==> src/rtl/pn_pkg.sv <==
package pn_pkg;

  typedef struct packed {
    logic load;
    logic shift;
  } pnStrobe_t;

  // Feedback tap mask for a given stage count (bit i set = stage i tapped).
  function automatic int unsigned tapMaskFor(input int unsigned stages);
    int unsigned mask;
    case (stages)
      3:       mask = 32'h0000_0003;
      15:      mask = 32'h0000_23A1;
      default: mask = 32'h0000_0003;
    endcase
    return mask;
  endfunction

endpackage

==> src/rtl/pn_ctrl.sv <==
module pn_ctrl
  import pn_pkg::*;
#(
  parameter int unsigned STAGES = 15
) (
  input  logic              shiftEn,
  input  logic              seedLoad,
  input  logic [STAGES-1:0] seedVal,
  output pnStrobe_t         strobe,
  output logic [STAGES-1:0] loadVal
);

  localparam logic [STAGES-1:0] DEFAULT_SEED = {{(STAGES-1){1'b0}}, 1'b1};

  logic seedIsZero;

  always_comb begin
    seedIsZero   = (seedVal == '0);
    loadVal      = seedIsZero ? DEFAULT_SEED : seedVal;
    strobe.load  = seedLoad;
    strobe.shift = shiftEn & ~seedLoad;
  end

endmodule

==> src/rtl/pn_shift.sv <==
module pn_shift
  import pn_pkg::*;
#(
  parameter int unsigned       STAGES = 15,
  parameter logic [STAGES-1:0] TAPS   = '1
) (
  input  logic              clk,
  input  logic              rstN,
  input  pnStrobe_t         strobe,
  input  logic [STAGES-1:0] loadVal,
  output logic [STAGES-1:0] state
);

  localparam logic [STAGES-1:0] DEFAULT_SEED = {{(STAGES-1){1'b0}}, 1'b1};

  logic [STAGES-1:0] tapped;
  logic              feedback;

  for (genvar i = 0; i < STAGES; i++) begin : g_tap
    if (TAPS[i]) begin : g_on
      assign tapped[i] = state[i];
    end else begin : g_off
      assign tapped[i] = 1'b0;
    end
  end

  assign feedback = ^tapped;

  always_ff @(posedge clk) begin
    if (!rstN) begin
      state <= DEFAULT_SEED;
    end else if (strobe.load) begin
      state <= loadVal;
    end else if (strobe.shift) begin
      state <= {feedback, state[STAGES-1:1]};
    end
  end

endmodule

==> src/rtl/pn_gen.sv <==
module pn_gen
  import pn_pkg::*;
#(
  parameter int unsigned STAGES = 15
) (
  input  logic              clk,
  input  logic              rstN,
  input  logic              shiftEn,
  input  logic              seedLoad,
  input  logic [STAGES-1:0] seedVal,
  output logic              serialOut,
  output logic [STAGES-1:0] stateOut
);

  localparam int unsigned       TAP_INT = tapMaskFor(STAGES);
  localparam logic [STAGES-1:0] TAPS    = TAP_INT[STAGES-1:0];

  pnStrobe_t         strobe;
  logic [STAGES-1:0] loadVal;
  logic [STAGES-1:0] state;

  pn_ctrl #(.STAGES(STAGES)) u_ctrl (
    .shiftEn (shiftEn),
    .seedLoad(seedLoad),
    .seedVal (seedVal),
    .strobe  (strobe),
    .loadVal (loadVal)
  );

  pn_shift #(.STAGES(STAGES), .TAPS(TAPS)) u_shift (
    .clk    (clk),
    .rstN   (rstN),
    .strobe (strobe),
    .loadVal(loadVal),
    .state  (state)
  );

  assign stateOut  = state;
  assign serialOut = state[0];

endmodule

==> config.mk <==
export PLATFORM = sky130hd
export DESIGN_NAME = pn_gen
export DESIGN_NICKNAME = d
export VERILOG_FILES = /design/src/rtl/pn_pkg.sv /design/src/rtl/pn_ctrl.sv /design/src/rtl/pn_shift.sv /design/src/rtl/pn_gen.sv
export SDC_FILE = /design/constraint.sdc
export NUM_CORES = 1
export LEC_CHECK = 0
export ABC_AREA = 1
export BUFFER_PORTS_ARGS = -buffer_cell sky130_fd_sc_hd__buf_2
export CORE_MARGIN = 2
export CORE_UTILIZATION = 35
export CTS_CLUSTER_DIAMETER = 150
export DETAILED_ROUTE_END_ITERATION = 8
export HOLD_SLACK_MARGIN = 0.03
export PLACE_DENSITY = 0.65
export SETUP_SLACK_MARGIN = 0.5
export SYNTH_ARGS = -nofsm -noshare
export SYNTH_HDL_FRONTEND = slang
export SYNTH_SLANG_ARGS = --single-unit
==> constraint.sdc <==
create_clock -name clk -period 0.9 [get_ports clk]
set_input_delay 0.18 -clock clk [delete_from_list [all_inputs] [get_ports clk]]
set_output_delay 0.18 -clock clk [all_outputs]
set_load 0.01 [all_outputs]
==> results.json <==
{
  "netlist_instances": 107,
  "power_density_nw_per_um2": 1220,
  "r2r_cells": 4,
  "wl_um": 2780,
  "critPathBufInv": 2,
  "post_dp_cell_area_sq_um": 1090,
  "portBuffers": 34,
  "clock_path_buffers": 2,
  "max_stage_delay_ns": 0.37,
  "initial_core_util_pct": 38.2,
  "hold_slack_ns": 0.154,
  "first_global_vias": 1010,
  "crit_required_ns": 1.08,
  "outcome": "finished with violations",
  "drcViolationCount": 0,
  "syn_nets": 126,
  "regMostFlops": "u_shift.state",
  "drtAntennaViolNets": 0,
  "syn_area_per_cell_sq_um": 7.14,
  "grt_pass1_wl_um": 4350,
  "fin_skew_ns": 0.00285,
  "rsz0062_at_grt": "true",
  "synth_seq_cells": 15,
  "cts_root_buf": "clkbuf_4",
  "max_freq_ghz": 0.921,
  "hold_depth": 3,
  "htreeDepth": 1,
  "slew_violations": 0,
  "leakagePower_nw": 0.728,
  "cts_made_buffers": 3,
  "slew_headroom_pct": 83.9,
  "cts_tree": "done",
  "antenna_found_initial": 0,
  "via_per_inst": 5.00,
  "cp_num_cells": 4,
  "path_clk_slew_ns": 0.09,
  "io_pins": 35,
  "nNetsFinal": 196,
  "fin_crit_sh_pct": 121,
  "hold_viol": 0,
  "utilization_pct": 75.8,
  "tightest_slew_ns": 0.239,
  "grt_usage_pct": 22.1,
  "hold_buffers": 0,
  "wl_per_cell_um": 13.7,
  "top_regs": "u_shift.state: 15 flops",
  "hpwl_um": 1770,
  "die_w_um": 50.7,
  "path_delay_family": "flip-flops",
  "drive_gt1_share_pct": 68.8,
  "cp_cell_sequence": "buf_6 -> buf_4 -> a221oi_2 -> nand2_1",
  "area_delta_synth_final_pct": 98.4,
  "antennaDiodeCount": 0,
  "critPathSlowestCell": "dfxtp_4",
  "hp-class": "in -> reg",
  "end_kind": "register",
  "dr.pass1.iters": 4,
  "ys_seq_area_share_pct": 39.3,
  "fin_ws_ns": -0.185,
  "final_area_sq_um": 1520,
  "die_y_um": 50.7,
  "ys_types": 21,
  "clk_latency_ns": 0.28,
  "largest_reg_flops": 15,
  "drt-initial-drc-count": 15,
  "finalWeightedCongestion": 0.742,
  "grt.overflow.total": 0,
  "clock_sinks": 15,
  "crit_arrival_ns": 1.26,
  "via_count": 1014,
  "dieArea_sq_um": 2570,
  "ys_warn_count": 0,
  "violations": "setup timing",
  "fill_cells": 149,
  "cp_max_fo": 3,
  "grt_max_degree": 12,
  "peakVddDrop_v": 0.000870,
  "period_needed_ns": 1.09,
  "core.rowCount": 16,
  "worst-setup-path-type": "reg -> reg",
  "floorplan.core_area_sq_um": 2000,
  "cap_violations": 0,
  "critPathLaunchType": "register",
  "synth_area_sq_um": 764,
  "setup_violations": 20
}
[tightest hold or removal path, delay by kind of cell]
family | cells | cell delay (ns)
buffers and inverters | 1 | 0.09
AND/OR/NAND/NOR | 2 | 0.13
[path summary, 6_finish.rpt]
check,startpoint,endpoint,slack (ns)
setup / recovery,u_shift.state[0],u_shift.state[0],-0.19
hold / removal,seedVal[12],u_shift.state[12],0.15
setup reg to reg,u_shift.state[0],u_shift.state[0],-0.19
hold reg to reg,u_shift.state[4],u_shift.state[3],0.53
[where the power goes]
part           internal, W  switching (W)
Combinational     0.000376       0.000308
Clock             0.000165       0.000225
Sequential        0.000726      0.0000568
[synthesized netlist by cell type]
master	number	area (sq um)
inv_2	3	11.3
nand3_1	5	25.0
nor3_1	3	15.0
nor4_1	1	6.26
a221oi_1	6	52.6
nor2_4	2	22.5
a211oi_1	5	37.5
buf_4	1	7.51
dfxtp_1	15	300
nor2_1	14	52.6
inv_4	1	6.26
buf_6	1	11.3
nand4_1	1	6.26
a22oi_1	1	7.51
a21oi_1	1	5.00
o21ai_1	8	40.0
buf_2	1	5.00
inv_1	14	52.6
o21ai_0	4	20.0
nand2_1	19	71.3
o221ai_1	1	8.76
[layout by cell type (no fill, tap or decap), drive strengths merged]
master,n
buf,68
nand2,19
inv,18
nor2,16
dfxtp,15
o21ai,12
a221oi,6
nand3,5
a211oi,5
clkbuf,3
nor3,3
nor4,1
nand4,1
o221ai,1
a22oi,1
a21oi,1
clkinv,1
[what timing repair did]
item / 4_1_cts / 5_1_grt
gates cloned: 0 / 0
resized for setup: 41 / 16
pin swaps: 13 / 13
buffers inserted: 11 / 7
endpoints found under the setup margin: 31 / 31
[kinds of logic (layout without fill, tap and decap cells)]
kind of cell / Yosys count / after routing / share of synthesized area, %
AND/OR/NAND/NOR: 45 / 45 / 26.0
flip-flops: 15 / 15 / 39.3
AO/OA/AOI/OAI: 26 / 26 / 22.4
buffers and inverters: 21 / 90 / 12.3
[metal layers]
metal  vias to the layer above  track usage (%)  wire (um)
met4                         0             5.41         35
met1                       482             26.5       1190
li1                        500                -          -
met2                        26             41.2       1460
met3                         6             2.68         93
met5                         -                0          0
[metrics by stage]
step           TNS [ns]  worst slack, ns  std cells  total power (W)
2_1_floorplan   -0.0235          -0.0235        107          0.00100
3_3_place_gp     -0.770           -0.121        181          0.00119
3_5_place_dp     -0.994           -0.165        181          0.00120
4_1_cts          -0.918           -0.158        196          0.00178
5_1_grt           -1.90           -0.202        203          0.00196
6_report          -1.13           -0.185        203          0.00186
[final cells by class]
type / count / area (sq um) / share of cell area [%]
inverters: 18 / 75.1 / 4.95
clock buffers: 3 / 22.5 / 1.49
multi-input cells: 71 / 473 / 31.2
clock inverters: 1 / 5.00 / 0.330
repair buffers: 68 / 578 / 38.1
flip-flops and latches: 15 / 329 / 21.7
well taps: 27 / 33.8 / 2.23
(Power assumes the default switching activity.)
